==> config.mk <==
export PLATFORM = sky130hd
export DESIGN_NAME = pwm3_timer
export DESIGN_NICKNAME = d
export VERILOG_FILES = /design/src/rtl/pwm3_pkg.sv /design/src/rtl/pwm3_tick_gen.sv /design/src/rtl/pwm3_counter.sv /design/src/rtl/pwm3_channel.sv /design/src/rtl/pwm3_status.sv /design/src/rtl/pwm3_timer.sv
export SDC_FILE = /design/constraint.sdc
export NUM_CORES = 1
export LEC_CHECK = 0
export BUFFER_PORTS_ARGS = -buffer_cell sky130_fd_sc_hd__buf_2
export CELL_PAD_IN_SITES_DETAIL_PLACEMENT = 0
export CELL_PAD_IN_SITES_GLOBAL_PLACEMENT = 2
export CORE_MARGIN = 4
export CORE_UTILIZATION = 25
export CTS_CLUSTER_DIAMETER = 60
export DETAILED_ROUTE_END_ITERATION = 6
export PLACE_DENSITY = 0.85
export SLEW_MARGIN = 20
export SYNTH_ARGS = -nofsm -noshare
export SYNTH_HDL_FRONTEND = slang
export SYNTH_SLANG_ARGS = --single-unit
==> constraint.sdc <==
create_clock -name clk -period 3.03 [get_ports clk]
set_input_delay 0.606 -clock clk [delete_from_list [all_inputs] [get_ports clk]]
set_output_delay 0.606 -clock clk [all_outputs]
set_load 0.05 [all_outputs]
==> src/rtl/pwm3_pkg.sv <==
// Shared types and constants for the three-output PWM timer.
// Assumes a single synchronous clock domain for all users.
package pwm3_pkg;
    // Width of the free-running prescaler (largest ratio is 32)
    localparam int DIV_W = 5;

    // Count tick source codes, as seen on the clk_sel port
    typedef enum logic [2:0] {
        CS_DIV1  = 3'd0,
        CS_DIV2  = 3'd1,
        CS_DIV4  = 3'd2,
        CS_DIV8  = 3'd3,
        CS_DIV32 = 3'd4,
        CS_OSC   = 3'd5,
        CS_EXT   = 3'd6
    } clk_src_e;
endpackage

==> src/rtl/pwm3_tick_gen.sv <==
// Count tick generator: picks a prescaled system clock, a fast-oscillator
// tick or a synchronised external pin edge and produces a one-cycle tick.
// Assumes osc_tick is already synchronous; ext_clk may be asynchronous.
module pwm3_tick_gen
    import pwm3_pkg::*;
#(
    parameter int SYNC_STAGES = 2
) (
    input  logic       clk,
    input  logic       rst_n,
    input  logic [2:0] clk_sel,
    input  logic       ext_edge_fall,
    input  logic       osc_tick,
    input  logic       ext_clk,
    output logic       tick
);
    logic [DIV_W-1:0]       div_cnt;
    logic [SYNC_STAGES-1:0] ext_sync;
    logic                   ext_prev;
    logic                   ext_edge;
    logic                   sync_top;

    assign sync_top = ext_sync[SYNC_STAGES-1];

    // Free-running prescaler shared by all divided sources
    always_ff @(posedge clk) begin
        if (!rst_n) div_cnt <= '0;
        else        div_cnt <= div_cnt + 1'b1;
    end

    // Synchroniser chain and previous-level register for the external pin
    always_ff @(posedge clk) begin
        if (!rst_n) begin
            ext_sync <= '0;
            ext_prev <= 1'b0;
        end else begin
            ext_sync <= {ext_sync[SYNC_STAGES-2:0], ext_clk};
            ext_prev <= sync_top;
        end
    end

    // Edge detect on the synchronised pin, polarity chosen by ext_edge_fall
    always_comb begin
        if (ext_edge_fall) ext_edge = ext_prev & ~sync_top;
        else               ext_edge = ~ext_prev & sync_top;
    end

    // Source multiplexer
    always_comb begin
        case (clk_src_e'(clk_sel))
            CS_DIV1:  tick = 1'b1;
            CS_DIV2:  tick = div_cnt[0];
            CS_DIV4:  tick = &div_cnt[1:0];
            CS_DIV8:  tick = &div_cnt[2:0];
            CS_DIV32: tick = &div_cnt[4:0];
            CS_OSC:   tick = osc_tick;
            CS_EXT:   tick = ext_edge;
            default:  tick = 1'b0;
        endcase
    end

    AST_DIV2_NO_BACK_TO_BACK: assert property (@(posedge clk) disable iff (!rst_n)
        (clk_sel == CS_DIV2 && tick) |=> (clk_sel != CS_DIV2 || !tick));
endmodule

==> src/rtl/pwm3_counter.sv <==
// Up counter with run control, software load, period clear and self-stop.
// Assumes tick is a one-cycle enable; a software load overrides the tick.
module pwm3_counter #(
    parameter int CNT_W = 16
) (
    input  logic             clk,
    input  logic             rst_n,
    input  logic             tick,
    input  logic             run_wr,
    input  logic             run_wr_val,
    input  logic             auto_stop,
    input  logic             cnt_wr,
    input  logic [CNT_W-1:0] cnt_wr_data,
    input  logic [CNT_W-1:0] period_val,
    output logic [CNT_W-1:0] cnt,
    output logic             running,
    output logic             advance,
    output logic             period_hit,
    output logic             wrap_hit,
    output logic             start_load
);
    // A tick is counted only while running and not overridden by a load
    assign advance    = running & tick & ~cnt_wr;
    assign period_hit = advance & (cnt == period_val);
    assign wrap_hit   = advance & (&cnt) & ~(cnt == period_val);
    assign start_load = run_wr & run_wr_val & ~running;

    // Run state: software write first, then self-stop at period match
    always_ff @(posedge clk) begin
        if (!rst_n)                       running <= 1'b0;
        else if (run_wr)                  running <= run_wr_val;
        else if (period_hit && auto_stop) running <= 1'b0;
    end

    // Counter value: load, clear at period, or increment
    always_ff @(posedge clk) begin
        if (!rst_n)          cnt <= '0;
        else if (cnt_wr)     cnt <= cnt_wr_data;
        else if (period_hit) cnt <= '0;
        else if (advance)    cnt <= cnt + 1'b1;
    end

    AST_CLEAR_AT_PERIOD: assert property (@(posedge clk) disable iff (!rst_n)
        period_hit |=> (cnt == '0));
    AST_STOPPED_HOLDS: assert property (@(posedge clk) disable iff (!rst_n)
        (!running && !cnt_wr) |=> $stable(cnt));
    AST_SELF_STOP: assert property (@(posedge clk) disable iff (!rst_n)
        (period_hit && auto_stop && !run_wr) |=> !running);
    AST_LOAD_WINS: assert property (@(posedge clk) disable iff (!rst_n)
        cnt_wr |=> (cnt == $past(cnt_wr_data)));
endmodule

==> src/rtl/pwm3_channel.sv <==
// One PWM output: level register set active at its duty match, set
// inactive at the shared period match, loaded with its initial level at
// start. Assumes period_hit and advance come from the shared counter.
module pwm3_channel #(
    parameter int CNT_W = 16
) (
    input  logic             clk,
    input  logic             rst_n,
    input  logic             advance,
    input  logic             period_hit,
    input  logic             start_load,
    input  logic [CNT_W-1:0] cnt,
    input  logic [CNT_W-1:0] duty_val,
    input  logic [CNT_W-1:0] period_val,
    input  logic             act_high,
    input  logic             init_lvl,
    input  logic             out_en,
    input  logic             cutoff_active,
    output logic             duty_hit,
    output logic             pin
);
    logic lvl;
    logic toggles;

    // Only a duty below the period produces a waveform
    assign toggles  = duty_val < period_val;
    assign duty_hit = advance & (cnt == duty_val);

    // Output level state
    always_ff @(posedge clk) begin
        if (!rst_n)                            lvl <= 1'b0;
        else if (start_load)                   lvl <= init_lvl;
        else if (toggles && period_hit)        lvl <= ~act_high;
        else if (toggles && duty_hit)          lvl <= act_high;
    end

    // Pin driver: disabled drives 0, cutoff drives the inactive level
    always_comb begin
        if (!out_en)            pin = 1'b0;
        else if (cutoff_active) pin = ~act_high;
        else                    pin = lvl;
    end

    AST_NO_TOGGLE_HIGH_DUTY: assert property (@(posedge clk) disable iff (!rst_n)
        (!toggles && !start_load && $stable(duty_val) && $stable(period_val))
        |=> $stable(lvl));
endmodule

==> src/rtl/pwm3_status.sv <==
// Sticky flag bank for compare matches, counter wrap and forced cutoff.
// A set request in the same cycle as a clear wins over the clear.
module pwm3_status #(
    parameter int NUM_MATCH = 4
) (
    input  logic                 clk,
    input  logic                 rst_n,
    input  logic [NUM_MATCH-1:0] match_set,
    input  logic [NUM_MATCH-1:0] match_clr,
    input  logic                 wrap_set,
    input  logic                 wrap_clr,
    input  logic                 cutoff_in,
    input  logic                 cutoff_clr,
    output logic [NUM_MATCH-1:0] match_flags,
    output logic                 ovf_flag,
    output logic                 cutoff_flag
);
    // One sticky bit per compare register
    for (genvar g = 0; g < NUM_MATCH; g++) begin : g_match
        always_ff @(posedge clk) begin
            if (!rst_n)            match_flags[g] <= 1'b0;
            else if (match_set[g]) match_flags[g] <= 1'b1;
            else if (match_clr[g]) match_flags[g] <= 1'b0;
        end
    end

    // Counter wrap flag
    always_ff @(posedge clk) begin
        if (!rst_n)        ovf_flag <= 1'b0;
        else if (wrap_set) ovf_flag <= 1'b1;
        else if (wrap_clr) ovf_flag <= 1'b0;
    end

    // Forced cutoff latch
    always_ff @(posedge clk) begin
        if (!rst_n)          cutoff_flag <= 1'b0;
        else if (cutoff_in)  cutoff_flag <= 1'b1;
        else if (cutoff_clr) cutoff_flag <= 1'b0;
    end

    AST_CUTOFF_LATCHES: assert property (@(posedge clk) disable iff (!rst_n)
        cutoff_in |=> cutoff_flag);
    AST_WRAP_STICKY: assert property (@(posedge clk) disable iff (!rst_n)
        (ovf_flag && !wrap_clr) |=> ovf_flag);
    AST_MATCH0_SETS: assert property (@(posedge clk) disable iff (!rst_n)
        match_set[0] |=> match_flags[0]);
endmodule

==> src/rtl/pwm3_timer.sv <==
// Top of the PWM timer channel: tick generator, shared counter, one
// output stage per PWM pin and the flag bank. All inputs are synchronous
// except ext_clk.
module pwm3_timer #(
    parameter int CNT_W       = 16,
    parameter int NUM_OUT     = 3,
    parameter int SYNC_STAGES = 2
) (
    input  logic                          clk,
    input  logic                          rst_n,
    input  logic [2:0]                    clk_sel,
    input  logic                          ext_edge_fall,
    input  logic                          osc_tick,
    input  logic                          ext_clk,
    input  logic                          run_wr,
    input  logic                          run_wr_val,
    input  logic                          auto_stop,
    input  logic                          cnt_wr,
    input  logic [CNT_W-1:0]              cnt_wr_data,
    output logic [CNT_W-1:0]              cnt_value,
    output logic                          running,
    input  logic [CNT_W-1:0]              period_val,
    input  logic [NUM_OUT-1:0][CNT_W-1:0] duty_val,
    input  logic [NUM_OUT-1:0]            out_en,
    input  logic [NUM_OUT-1:0]            act_high,
    input  logic [NUM_OUT-1:0]            init_lvl,
    input  logic                          cutoff_in,
    input  logic                          cutoff_clr,
    input  logic [NUM_OUT:0]              flag_clr,
    input  logic                          ovf_clr,
    output logic [NUM_OUT-1:0]            pwm_out,
    output logic [NUM_OUT:0]              match_flags,
    output logic                          ovf_flag,
    output logic                          cutoff_flag
);
    localparam int NUM_MATCH = NUM_OUT + 1;

    logic               tick;
    logic               advance;
    logic               period_hit;
    logic               wrap_hit;
    logic               start_load;
    logic [NUM_OUT-1:0] duty_hit;

    pwm3_tick_gen #(.SYNC_STAGES(SYNC_STAGES)) u_tick (
        .clk(clk), .rst_n(rst_n), .clk_sel(clk_sel),
        .ext_edge_fall(ext_edge_fall), .osc_tick(osc_tick),
        .ext_clk(ext_clk), .tick(tick)
    );

    pwm3_counter #(.CNT_W(CNT_W)) u_cnt (
        .clk(clk), .rst_n(rst_n), .tick(tick),
        .run_wr(run_wr), .run_wr_val(run_wr_val), .auto_stop(auto_stop),
        .cnt_wr(cnt_wr), .cnt_wr_data(cnt_wr_data), .period_val(period_val),
        .cnt(cnt_value), .running(running), .advance(advance),
        .period_hit(period_hit), .wrap_hit(wrap_hit), .start_load(start_load)
    );

    for (genvar i = 0; i < NUM_OUT; i++) begin : g_out
        pwm3_channel #(.CNT_W(CNT_W)) u_ch (
            .clk(clk), .rst_n(rst_n), .advance(advance),
            .period_hit(period_hit), .start_load(start_load),
            .cnt(cnt_value), .duty_val(duty_val[i]), .period_val(period_val),
            .act_high(act_high[i]), .init_lvl(init_lvl[i]),
            .out_en(out_en[i]), .cutoff_active(cutoff_flag),
            .duty_hit(duty_hit[i]), .pin(pwm_out[i])
        );

        AST_CUTOFF_FORCES: assert property (@(posedge clk) disable iff (!rst_n)
            (cutoff_in && out_en[i] && $stable(out_en[i]) && $stable(act_high[i]))
            |=> (pwm_out[i] == ~act_high[i]));
    end

    pwm3_status #(.NUM_MATCH(NUM_MATCH)) u_flags (
        .clk(clk), .rst_n(rst_n),
        .match_set({duty_hit, period_hit}), .match_clr(flag_clr),
        .wrap_set(wrap_hit), .wrap_clr(ovf_clr),
        .cutoff_in(cutoff_in), .cutoff_clr(cutoff_clr),
        .match_flags(match_flags), .ovf_flag(ovf_flag),
        .cutoff_flag(cutoff_flag)
    );

    AST_WRAP_FLAGGED: assert property (@(posedge clk) disable iff (!rst_n)
        (advance && (&cnt_value) && (cnt_value != period_val)) |=> ovf_flag);
endmodule

== After elaboration in Yosys (flattened, before gate mapping) ==
Index checks and enable logic that the tools add are counted.
W data, S select, Z words.
Cells by class
  add/subtract/negate cells: 2
  $mul: 0
  divide/modulo/power cells: 0
  order comparisons: 3
  equality and inequality tests: 10
  shift-type cells: 0
  mux-type cells: 34
  bitwise gates (word level): 20
  reduce and logical (&&, ||, !) cells: 23
Operators by type and width (count)
  $eq A16 B16 Y1: 4
  $lt A16 B16 Y1: 3
  $mux W16: 3
  $mux W1: 30
  $add A16 B1 Y16 const B: 1
  $reduce_and A16 Y1: 1
  $reduce_bool A2 Y1: 7
  $and A1 B1 Y1: 12
  $reduce_bool A3 Y1: 4
  $eq A3 B3 Y1 const B: 3
  $not A1 Y1: 8
  $logic_and A1 B1 Y1: 7
  $pmux W1 S7: 1
  $eq A3 B2 Y1 const B: 2
  $add A5 B1 Y5 const B: 1
  $reduce_and A5 Y1: 1
  $eq A3 B1 Y1 const B: 1
  $logic_not A3 Y1: 1
  $reduce_and A3 Y1: 1
  $reduce_and A2 Y1: 1
Storage, ports and cells
  register bits: 34
  latch bits: 0
  bits in writable memories: 0
  bits in read-only memories: 0
  input port bits: 108
  output and inout bits: 26
  word-level logic and storage cells: 106
  memories kept: 0

== Longest topological paths before layout ==
Gate-level depths: netlist of the first run.
  word-level depth: 11
  depth in mapped cells: 11
  mapped depth without buffers: 10

== Cells and area by module ==
A second synthesis of the first run with hierarchy kept.
Unflattened totals
  cells, all modules: 481
  area total of the unflattened synthesis: 3818.7 sq um
By module, submodules not included
  pwm3_channel: instances 3, cells an instance 86, area an instance 640.6 sq um
  pwm3_counter: instances 1, cells an instance 174, area an instance 1310.0 sq um
  pwm3_tick_gen: instances 1, cells an instance 31, area an instance 339.1 sq um
  pwm3_status: instances 1, cells an instance 18, area an instance 247.7 sq um

== Least setup slack after synthesis of the first run ==
No wires, ideal clock.
  path kind: reg2reg
  from: register u_tick.div_cnt[0]
  to: register g_out[1].u_ch.lvl
  arrival: 2.396 ns
  data required time: 2.951 ns
  setup slack: 0.555 ns
  cell stages (with the launch flop): 11
  buffers on the path: 0
  path through: dfxtp_1 > ha_1 > and3_1 > ha_1 > nor2_1 > a211oi_1 > o221a_4 > nand2_4 > a2111o_1 > or4_1 > o211ai_1
On the way
  word-level cells in the longest chain between the ends: 8
RTL lines
  start, declared: line pwm3_tick_gen.sv:17  | logic [DIV_W-1:0] div_cnt;
  start signal, assigned: line pwm3_tick_gen.sv:28  | else div_cnt <= div_cnt + 1'b1;
  $reduce_and A5 Y1, or another cell as far along: line pwm3_tick_gen.sv:55  | CS_DIV32: tick = &div_cnt[4:0];
  $pmux W1 S7 (*): line pwm3_tick_gen.sv:50  | case (clk_src_e'(clk_sel))
  $and A1 B1 Y1 (*) (2 in series): line pwm3_counter.sv:23  | assign advance = running & tick & ~cnt_wr;
  $and A1 B1 Y1: line pwm3_counter.sv:24  | assign period_hit = advance & (cnt == period_val);
  $logic_and A1 B1 Y1: line pwm3_channel.sv:33  | else if (toggles && period_hit) lvl <= ~act_high;
  $mux W1: line pwm3_channel.sv:33
  $mux W1: line pwm3_channel.sv:32  | else if (start_load) lvl <= init_lvl;
  end signal, assigned: line pwm3_channel.sv:32
  end signal, assigned: line pwm3_channel.sv:33
  end signal, assigned: line pwm3_channel.sv:34  | else if (toggles && duty_hit) lvl <= act_high;
  end, declared: line pwm3_channel.sv:22  | logic lvl;
Mark *: on every way between the ends. The rest lies on a longest branch, timed or not.
A chain may end at the register's enable or synchronous reset.

== Worst setup path in the final report of the first run ==
  from: register u_tick.div_cnt[0]
  to: register g_out[0].u_ch.lvl
On the way
  word-level cells in the longest chain between the ends: 8
RTL lines (line)
  $reduce_and A5 Y1, or another cell as far along: pwm3_tick_gen.sv:55
  $pmux W1 S7 (*): pwm3_tick_gen.sv:50
  $and A1 B1 Y1 (*) (2 in series): pwm3_counter.sv:23
  $and A1 B1 Y1: pwm3_counter.sv:24
  $logic_and A1 B1 Y1: pwm3_channel.sv:33
  $mux W1: pwm3_channel.sv:33
  $mux W1: pwm3_channel.sv:32
  end signal, assigned: pwm3_channel.sv:32
  end signal, assigned: pwm3_channel.sv:33
  end signal, assigned: pwm3_channel.sv:34
  end, declared: pwm3_channel.sv:22
Marks and branches as above.

==> flow_metrics.py, run 1 <==
metrics = {
    "yosys": {
        "yosys-top-cells-count": "65 x xor2_1, 49 x ha_1, 34 x dfxtp_1",
        "ys_ff_latch": 34,
        "synthArstFlopShare": 0,
        "synth_edf_count": 0,
        "synth_cell_types": 56,
        "synth.most_common_cell": "xor2_1",
        "syn-num-nets": 608,
        "ys_warn_count": 0,
        "synthFlopType": "dfxtp_1",
        "ys_top_cells_by_area": "dfxtp_1 19%, ha_1 17%, xor2_1 16%",
        "synth.avg_cell_area_um2": 7.96,
        "syn_inst": 451,
        "synth_top_area_share": 0.190,
        "synth_area_um2": 3590,
        "synth_top_area_cell": "dfxtp_1",
        "ys_seq_area_frac": 0.190,
    },
    "cts": {
        "clkLatencyLatePin_ns": 0.28,
        "clk_pin_slew_worst_paths_ns": 0.06,
        "cts_tree": "yes",
        "clock-sinks": 34,
        "cts-buffers-inserted": 5,
        "h-tree-depth": 2,
        "clockBufferDepth": 2,
        "cts_root_buffer": "clkbuf_16",
        "hold_buffers": 0,
    },
    "routing": {
        "ant_nets": 0,
        "first_pass_iters": 5,
        "wl_per_cell_um": 18.4,
        "drc": 0,
        "drt_wl_total_um": 14000,
        "first_iter_violations": 254,
        "vias": 3789,
        "viasPerCell": 4.99,
    },
    "timing": {
        "tightestPinTransition_ns": 0.611,
        "finalCriticalPeriod_ns": 2.76,
        "slew_headroom": 0.591,
        "slew_violations": 0,
        "setup_tns_ns": 0,
        "finalHoldViolCount": 0,
        "skew_ns": 0.00803,
        "setup_violations": 0,
        "post-route-worst-setup-slack_ns": 0.274,
        "rsz0062_at_grt": "no",
        "finalCritPeriodShare": 0.910,
        "fmax_mhz": 363,
    },
    "power": {
        "pwr-share-seq": 0.299,
        "p_per_area_nw_per_um2": 361,
        "p_sw_frac": 0.319,
        "power.net_switching_w": 0.000537,
        "p_leak_nw": 2.36,
        "comb_power_share": 0.302,
        "clkPwrFrac": 0.398,
        "vdd_drop_max_uv": 232,
        "p_int_w": 0.00115,
    },
    "die": {
        "die_area_um2": 16300,
        "num_rows": 43,
        "dieHeight_um": 128,
        "io_pins": 134,
        "coreArea_um2": 14000,
        "fp.dieW_um": 128,
        "initial_utilization": 0.257,
    },
    "worst_setup_path": {
        "cp.required_ns": 3.20,
        "path_class": "reg2reg",
        "start_kind": "flop",
        "critPathCaptureType": "flop",
        "cp_max_fo": 6,
        "crit_start": "u_tick.div_cnt[0]",
        "rr_startpoint": "u_tick.div_cnt[0]",
        "worstPathArrival_ns": 2.92,
    },
    "global_route": {
        "grt_pass1_vias": 3793,
        "antenna_found_initial": 0,
        "grt_first_pass_wirelength_um": 21100,
        "grt_max_degree": 19,
        "overflow": 0,
        "grt_util_all_layers": 0.165,
    },
    "cells_and_area": {
        "design_area_um2": 4670,
        "regArea_um2": 681,
        "n_fill_cell": 1540,
        "multi_input_area_um2": 2690,
        "syn_to_final_growth_pct": 30.0,
        "drive_above_1_share": 0.281,
        "fin_nets": 736,
        "antenna_cells": 0,
    },
    "placement": {
        "preCtsSetupSlack_ns": -0.253,
        "hpwl_um": 12000,
        "io_buffers": 133,
        "placed_area_um2": 4470,
        "gp_congestion": 0.881,
    },
    "job": {
        "drv_cap": 0,
    },
    "min_path": {
        "hp-class": "reg2reg",
        "hold_path.startpoint": "u_tick.ext_sync[0]",
    },
    "status": {
        "outcome": "finished clean",
    },
}
[final timing paths]
check,slack [ns],end,cells after the start
worst max-delay path,0.27,g_out[0].u_ch.lvl,11
worst min-delay path,0.44,u_tick.ext_sync[1],1
worst max register to register,0.27,g_out[0].u_ch.lvl,11
worst min register to register,0.44,u_tick.ext_sync[1],1
[placed cells by master (no fill, tap or decap), types with 14 or more instances in the layout]
cell,n
buf_2,133
xor2_1,65
ha_1,49
dfxtp_1,34
a21oi_1,30
nor2_1,28
nand2_1,27
inv_1,25
nor4_1,19
buf_4,15
o21ai_0,14
[worst max-delay path, cell delays in order, from the launching register on]
cell       delay [ns]
dfxtp_1          0.39
ha_1             0.21
and3_1           0.16
ha_1             0.13
nor2_1           0.04
a211oi_1         0.34
o221a_4          0.30
nand2_4          0.10
a2111oi_2        0.42
buf_4            0.19
a21oi_1          0.05
a311o_1          0.31
[through the flow]
step | instances | total power (W) | utilization | hold slack, ns
finish | 760 | 0.00168 | 0.334 | 0.436
global placement | 752 | 0.00101 | 0.319 | 0.416
detailed placement | 752 | 0.00102 | 0.319 | 0.428
global route | 760 | 0.00177 | 0.334 | 0.457
CTS | 760 | 0.00170 | 0.333 | 0.442
floorplan | 451 | 0.000809 | - | 0.412
[layer usage]
metal / wire length (um) / vias to the layer above / part of all wire / global-route usage
met3: 866 / 13 / 0.062 / 0.0321
met2: 6680 / 131 / 0.48 / 0.281
met1: 6270 / 1764 / 0.45 / 0.220
met5: 0 / - / 0 / 0
li1: - / 1881 / - / -
met4: 180 / 0 / 0.013 / 0.0268
[registers in the layout, summed over array words and instances (netlist names)]
| name | cells |
|---|---|
| g_out.u_ch.lvl | 3 |
| u_cnt.cnt | 16 |
| u_cnt.running | 1 |
| u_flags.cutoff_flag | 1 |
| u_flags.match_flags | 4 |
| u_flags.ovf_flag | 1 |
| u_tick.div_cnt | 5 |
| u_tick.ext_prev | 1 |
| u_tick.ext_sync | 2 |
[layout make-up]
type / count / area share
well taps: 180 / 0.0482
flip-flops and latches: 34 / 0.146
clock buffers: 5 / 0.0268
clock inverters: 3 / 0.0147
repair buffers: 148 / 0.167
multi-input cells: 363 / 0.576
inverters: 27 / 0.0217
[what timing repair did]
| action | CTS | global route |
|---|---|---|
| resized for setup | 1 | 1 |
| endpoints found under the setup margin | 1 | 1 |
| setup buffers | 0 | 0 |
| cloned | 0 | 0 |
[cells by family (layout without fill, tap and decap cells)]
logic type / after synthesis / count (layout) / share of synthesized area
flops: 34 / 34 / 0.190
mux: 2 / 2 / 0.00558
buf+inv: 54 / 183 / 0.0631
xor+xnor: 66 / 66 / 0.161
fa+ha+maj: 49 / 49 / 0.171
simple gates: 146 / 146 / 0.217
compound gates: 100 / 100 / 0.193
[power groups by stage]
stage | registers [W] | clock network, W | logic (W)
after detailed placement | 0.000515 | 0 | 0.000505
final | 0.000504 | 0.000671 | 0.000509
after floorplan | 0.000539 | 0 | 0.000270
after global routing | 0.000508 | 0.000701 | 0.000565
after global placement | 0.000514 | 0 | 0.000499
after CTS | 0.000505 | 0.000684 | 0.000508
(Power assumes the default switching activity.)
==> inputs of run 2 (changes only) <==
--- a/config.mk
+++ b/config.mk
@@ -6,14 +6,13 @@
 export NUM_CORES = 1
 export LEC_CHECK = 0
 export BUFFER_PORTS_ARGS = -buffer_cell sky130_fd_sc_hd__buf_2
-export CELL_PAD_IN_SITES_DETAIL_PLACEMENT = 0
-export CELL_PAD_IN_SITES_GLOBAL_PLACEMENT = 2
 export CORE_MARGIN = 4
 export CORE_UTILIZATION = 25
 export CTS_CLUSTER_DIAMETER = 60
 export DETAILED_ROUTE_END_ITERATION = 6
-export PLACE_DENSITY = 0.85
+export PLACE_DENSITY = 0.56
 export SLEW_MARGIN = 20
 export SYNTH_ARGS = -nofsm -noshare
 export SYNTH_HDL_FRONTEND = slang
+export SYNTH_HIERARCHICAL = 1
 export SYNTH_SLANG_ARGS = --single-unit
==> run 2 against run 1 <==
Flip-flop and latch count is the same. Global-route usage down 0.87 points. Sequential power decreased by 2%. Critical endpoint is now g_out[2].u_ch/lvl. Highest routed layer unchanged.
==> flow_metrics.py, run 2 <==
metrics = {
    "status": {
        "outcome": "finished clean",
    },
    "cells_and_area": {
        "n_fill_cell": 1602,
        "multi_input_area_um2": 2870,
        "final_cell_mix": "133 x buf_2, 56 x nand2_1, 53 x inv_1",
        "fin_nets": 789,
        "top_register": "u_cnt/cnt",
        "final_common_cell": "buf_2",
        "top_regs": "u_cnt/cnt x16, u_tick/div_cnt x5, u_flags/match_flags x4",
        "drive_above_1_share": 0.278,
        "largest_register_ff_count": 16,
        "syn_to_final_growth_pct": 31.2,
        "regArea_um2": 681,
    },
    "cts": {
        "clock-sinks": 34,
        "clk_pin_slew_worst_paths_ns": 0.06,
        "cts_tree": "yes",
        "cts_root_buffer": "clkbuf_16",
        "clockBufferDepth": 2,
        "h-tree-depth": 2,
        "clkLatencyLatePin_ns": 0.28,
        "cts_resized": 0,
        "hold_buffers": 0,
        "postCtsSetupBuffers": 0,
        "cts-buffers-inserted": 5,
    },
    "die": {
        "coreArea_um2": 14800,
        "initial_utilization": 0.259,
        "dieHeight_um": 132,
        "io_pins": 134,
        "num_rows": 44,
        "fp.dieW_um": 132,
        "die_area_um2": 17300,
    },
    "placement": {
        "hpwl_um": 11600,
        "io_buffers": 133,
        "gp_congestion": 0.913,
        "preCtsSetupSlack_ns": 0.229,
    },
    "power": {
        "p_per_area_nw_per_um2": 347,
        "clkPwrFrac": 0.392,
        "comb_power_share": 0.325,
        "p_int_w": 0.00117,
        "power.net_switching_w": 0.000565,
        "pwr-share-seq": 0.283,
        "p_leak_nw": 2.50,
        "vdd_drop_max_uv": 193,
        "p_sw_frac": 0.325,
    },
    "routing": {
        "vias": 3946,
        "drc": 0,
        "ant_nets": 0,
        "first_pass_iters": 5,
        "first_iter_violations": 245,
        "drt_wl_total_um": 14100,
        "viasPerCell": 4.82,
        "wl_per_cell_um": 17.2,
    },
    "worst_setup_path": {
        "cp_max_fo": 14,
        "cp.required_ns": 3.19,
        "path_class": "reg2reg",
        "worstPathArrival_ns": 2.81,
        "critPathCaptureType": "flop",
        "start_kind": "flop",
    },
    "timing": {
        "finalHoldViolCount": 0,
        "finalCriticalPeriod_ns": 2.65,
        "tightestPinTransition_ns": 0.758,
        "setup_tns_ns": 0,
        "slew_violations": 0,
        "rsz0062_at_grt": "no",
        "fmax_mhz": 377,
        "post-route-worst-setup-slack_ns": 0.379,
        "finalCritPeriodShare": 0.875,
        "setup_violations": 0,
        "skew_ns": 0.00254,
        "slew_headroom": 0.482,
    },
    "yosys": {
        "synth_top_area_share": 0.178,
        "ys_warn_count": 6,
        "synth_edf_count": 0,
        "synthFlopType": "dfxtp_1",
        "yosys-top-cells-count": "56 x nand2_1, 53 x inv_1, 49 x ha_1",
        "syn-num-nets": 638,
        "synth_area_um2": 3820,
        "synth.most_common_cell": "nand2_1",
        "syn_inst": 481,
        "synth_top_area_cell": "dfxtp_1",
        "ys_ff_latch": 34,
        "synth_cell_types": 48,
        "synth.avg_cell_area_um2": 7.94,
        "ys_seq_area_frac": 0.178,
        "ys_top_cells_by_area": "dfxtp_1 18%, ha_1 16%, xnor2_1 9.2%",
        "synthArstFlopShare": 0,
    },
    "job": {
        "drv_cap": 0,
    },
    "min_path": {
        "hp-class": "reg2reg",
    },
    "global_route": {
        "antenna_found_initial": 1,
        "grt_first_pass_wirelength_um": 21400,
        "grt_util_all_layers": 0.156,
        "grt_pass1_vias": 3818,
        "overflow": 0,
        "grt_max_degree": 24,
    },
}
run 2: cell types whose count changed in the layout (fill, tap and decap cells not counted), sizes merged, moves of 9 or more:
| cell | change |
|---|---|
| xnor2 | +39 |
| xor2 | -36 |
| inv | +28 |
| nand2 | +28 |
| nor2 | -15 |
| o21ai | +9 |
run 2: layout make-up:
class / instances / share of cell area
clock buffer: 5 / 0.0250
tap: 184 / 0.0459
timing repair buffer: 156 / 0.167
multi-input combinational: 382 / 0.572
antenna: 1 / 0.000499
clock inverter: 3 / 0.0137
sequential: 34 / 0.136
inverter: 53 / 0.0397
run 2: logic make-up after synthesis:
family                   share of synthesized area
buffers and inverters                       0.0711
AND/OR/NAND/NOR                              0.244
flip-flops                                   0.178
XOR/XNOR                                     0.158
AO/OA/AOI/OAI                                0.169
multiplexers                                0.0187
adder cells (fa/ha/maj)                      0.161
run 2: power groups by stage:
stage	clock, W	sequential, W	combinational [W]
floorplan	0	0.000573	0.000261
global placement	0	0.000502	0.000563
detailed placement	0	0.000502	0.000564
CTS	0.000692	0.000492	0.000567
global route	0.000712	0.000494	0.000627
finish	0.000680	0.000492	0.000565
run 2: critical path, stage by stage, from the launching register on:
cell       delay, ns
dfxtp_1         0.37
ha_1            0.21
and3_1          0.17
ha_1            0.13
mux2i_1         0.05
o21ai_0         0.14
o22a_2          0.20
nand2_1         0.07
or2_2           0.41
inv_1           0.17
nand2_1         0.10
nor4_4          0.17
o2111ai_1       0.18
mux2i_1         0.15
run 2: worst paths after layout:
kind	from	to	slack, ns	depth (start not counted)
setup reg to reg	u_tick/div_cnt[0]	g_out[2].u_ch/lvl	0.38	13
setup / recovery	u_tick/div_cnt[0]	g_out[2].u_ch/lvl	0.38	13
hold reg to reg	u_tick/ext_sync[0]	u_tick/ext_sync[1]	0.44	1
hold / removal	u_tick/ext_sync[0]	u_tick/ext_sync[1]	0.44	1
run 2: per-stage QoR:
stage	instance area (um^2)	std cells	util	hold slack (ns)	power, W
detailed placement	4810	809	0.326	0.425	0.00107
finish	5010	818	0.340	0.438	0.00174
global placement	4810	809	0.326	0.419	0.00107
floorplan	3820	481	-	0.412	0.000834
global route	5010	818	0.340	0.456	0.00183
CTS	5010	817	0.339	0.438	0.00175
run 2: per-layer routing:
layer,part of all wire,wire [um],GRT usage
met1,0.47,6550,0.220
met2,0.45,6280,0.246
met3,0.070,985,0.0283
met4,0.017,242,0.0420
met5,0,0,0
==> inputs of run 3 (changes only) <==
--- a/config.mk
+++ b/config.mk
@@ -5,12 +5,13 @@
 export SDC_FILE = /design/constraint.sdc
 export NUM_CORES = 1
 export LEC_CHECK = 0
+export ABC_AREA = 1
 export BUFFER_PORTS_ARGS = -buffer_cell sky130_fd_sc_hd__buf_2
 export CORE_MARGIN = 4
 export CORE_UTILIZATION = 25
 export CTS_CLUSTER_DIAMETER = 60
 export DETAILED_ROUTE_END_ITERATION = 6
-export PLACE_DENSITY = 0.56
+export PLACE_DENSITY = 0.54
 export SLEW_MARGIN = 20
 export SYNTH_ARGS = -nofsm -noshare
 export SYNTH_HDL_FRONTEND = slang
==> run 3 against run 2 <==
Count of clock-buffer cells in the layout did not move. Final area rose by 23%. Sequential share of layout area fell by 2.6 points. Synthesized cell count rose by 83%. Critical path depth rose by 8. Flip-flop and latch count did not move.
==> flow_metrics.py, run 3 <==
metrics = {
    "status": {
        "outcome": "finished clean",
    },
    "cts": {
        "hold_buffers": 0,
        "h-tree-depth": 2,
        "cts_tree": "yes",
        "postCtsSetupBuffers": 0,
        "clk_pin_slew_worst_paths_ns": 0.06,
        "clock-sinks": 34,
        "cts_root_buffer": "clkbuf_16",
        "clockBufferDepth": 2,
        "cts-buffers-inserted": 5,
        "clkLatencyLatePin_ns": 0.29,
        "cts_resized": 0,
    },
    "routing": {
        "wl_per_cell_um": 13.8,
        "drt_wl_total_um": 17700,
        "first_pass_iters": 5,
        "ant_nets": 0,
        "first_iter_violations": 266,
        "vias": 5646,
        "drc": 0,
        "viasPerCell": 4.38,
    },
    "global_route": {
        "grt_util_all_layers": 0.158,
        "grt_max_degree": 21,
        "overflow": 0,
        "grt_first_pass_wirelength_um": 27600,
        "antenna_found_initial": 0,
        "grt_pass1_vias": 5499,
    },
    "die": {
        "initial_utilization": 0.255,
        "die_area_um2": 22100,
        "coreArea_um2": 19500,
        "dieHeight_um": 149,
        "num_rows": 51,
        "fp.dieW_um": 149,
        "io_pins": 134,
    },
    "yosys": {
        "ys_warn_count": 6,
        "synthArstFlopShare": 0,
        "ys_top_cells_by_area": "nand2_1 18%, inv_1 16%, dfxtp_1 14%",
        "synth.avg_cell_area_um2": 5.62,
        "synth_cell_types": 39,
        "yosys-top-cells-count": "239 x nand2_1, 208 x inv_1, 83 x nor2_1",
        "synth_edf_count": 0,
        "ys_ff_latch": 34,
        "synth_top_area_cell": "nand2_1",
        "ys_seq_area_frac": 0.137,
        "synth_area_um2": 4950,
        "synth.most_common_cell": "nand2_1",
        "synth_top_area_share": 0.181,
        "synthFlopType": "dfxtp_1",
        "syn-num-nets": 1038,
        "syn_inst": 881,
    },
    "timing": {
        "setup_tns_ns": 0,
        "finalCriticalPeriod_ns": 2.63,
        "fmax_mhz": 381,
        "slew_headroom": 0.625,
        "rsz0062_at_grt": "no",
        "finalCritPeriodShare": 0.867,
        "skew_ns": 0.00552,
        "setup_violations": 0,
        "finalHoldViolCount": 0,
        "slew_violations": 0,
        "tightestPinTransition_ns": 0.558,
    },
    "power": {
        "p_per_area_nw_per_um2": 303,
        "p_leak_nw": 3.46,
        "vdd_drop_max_uv": 196,
    },
    "worst_setup_path": {
        "cp_max_fo": 16,
        "cp.required_ns": 3.25,
        "path_class": "reg2reg",
        "critPathCaptureType": "flop",
        "worstPathArrival_ns": 2.85,
        "start_kind": "flop",
    },
    "placement": {
        "io_buffers": 133,
        "placed_area_um2": 5980,
        "gp_congestion": 0.859,
        "hpwl_um": 15000,
    },
    "cells_and_area": {
        "design_area_um2": 6180,
        "drive_above_1_share": 0.189,
        "top_register": "u_cnt/cnt",
        "antenna_cells": 0,
        "fin_nets": 1179,
        "syn_to_final_growth_pct": 24.7,
        "top_regs": "u_cnt/cnt x16, u_tick/div_cnt x5, u_flags/match_flags x4",
        "final_common_cell": "nand2_1",
        "final_cell_mix": "239 x nand2_1, 208 x inv_1, 133 x buf_2",
        "largest_register_ff_count": 16,
    },
    "min_path": {
        "hp-class": "reg2reg",
    },
    "job": {
        "drv_cap": 0,
    },
}
## run 3: cell types whose count changed in the layout (fill, tap and decap cells not counted), moves of 10 or more
cell	delta
xor2_1	-14
inv_1	+155
inv_2	+10
nand3_1	+34
xnor2_1	-31
buf_4	-11
a21oi_1	+25
nand2_1	+183
and2_1	-10
nor2_1	+70
## run 3: path summary, 6_finish.rpt
| path | endpoint | start | slack, ns | cells after the start |
|---|---|---|---|---|
| max | g_out[1].u_ch/lvl | u_tick/div_cnt[0] | 0.40 | 21 |
| min | u_tick/ext_sync[1] | u_tick/ext_sync[0] | 0.41 | 2 |
| max reg2reg | g_out[1].u_ch/lvl | u_tick/div_cnt[0] | 0.40 | 21 |
| min reg2reg | u_tick/ext_sync[1] | u_tick/ext_sync[0] | 0.41 | 2 |
## run 3: cell families (layout without fill, tap and decap cells)
group	Yosys count	after routing	share of synthesized area
compound gates	106	106	0.120
xor+xnor	27	27	0.0523
simple gates	434	434	0.388
buf+inv	231	373	0.178
fa+ha+maj	49	49	0.124
flops	34	34	0.137
## run 3: cell type report
type,instances,area [um^2]
Fill cell,2246,13300
Multi-Input combinational cell,616,3390
Inverter,220,826
Timing Repair Buffer,145,756
Sequential cell,34,681
Tap cell,265,332
Clock buffer,5,125
Clock inverter,3,68.8
## run 3: power breakdown
group	total (W)	switching [W]	internal, W
clock network	0.000690	0.000217	0.000473
registers	0.000500	0.0000308	0.000469
logic	0.000679	0.000430	0.000249
total	0.00187	0.000678	0.00119
## run 3: critical path: stages (launching register included)
cell and delay [ns]:
dfxtp_1 0.37, ha_1 0.20, nand2_1 0.07, nor2_1 0.09, ha_1 0.14, nand2_1 0.05
inv_1 0.05, nand2_1 0.04, nand2_1 0.06, nor2_1 0.04, nand3_1 0.05, nand2_1 0.08
nor2_1 0.10, buf_4 0.27, nand3_2 0.22, inv_1 0.28, inv_1 0.07, nand2_1 0.08
nand2_1 0.05, nand2_1 0.07, nand3_2 0.06, a21oi_2 0.11
## run 3: stage by stage
stage	power, W	worst slack (ns)	util	hold slack, ns	std cells
global route	0.00200	0.132	0.317	0.449	1288
finish	0.00187	0.403	0.317	0.415	1288
floorplan	0.000936	0.666	-	0.390	881
global placement	0.00119	0.440	0.307	0.395	1280
detailed placement	0.00119	0.376	0.307	0.407	1280
CTS	0.00190	0.365	0.317	0.422	1288
## run 3: per-layer routing
layer | global-route usage | up-vias | wire, um
met1 | 0.208 | 2510 | 8170
met2 | 0.280 | 126 | 8430
met5 | 0 | - | 0
met3 | 0.0182 | 10 | 922
met4 | 0.0316 | 0 | 199
li1 | - | 3000 | -
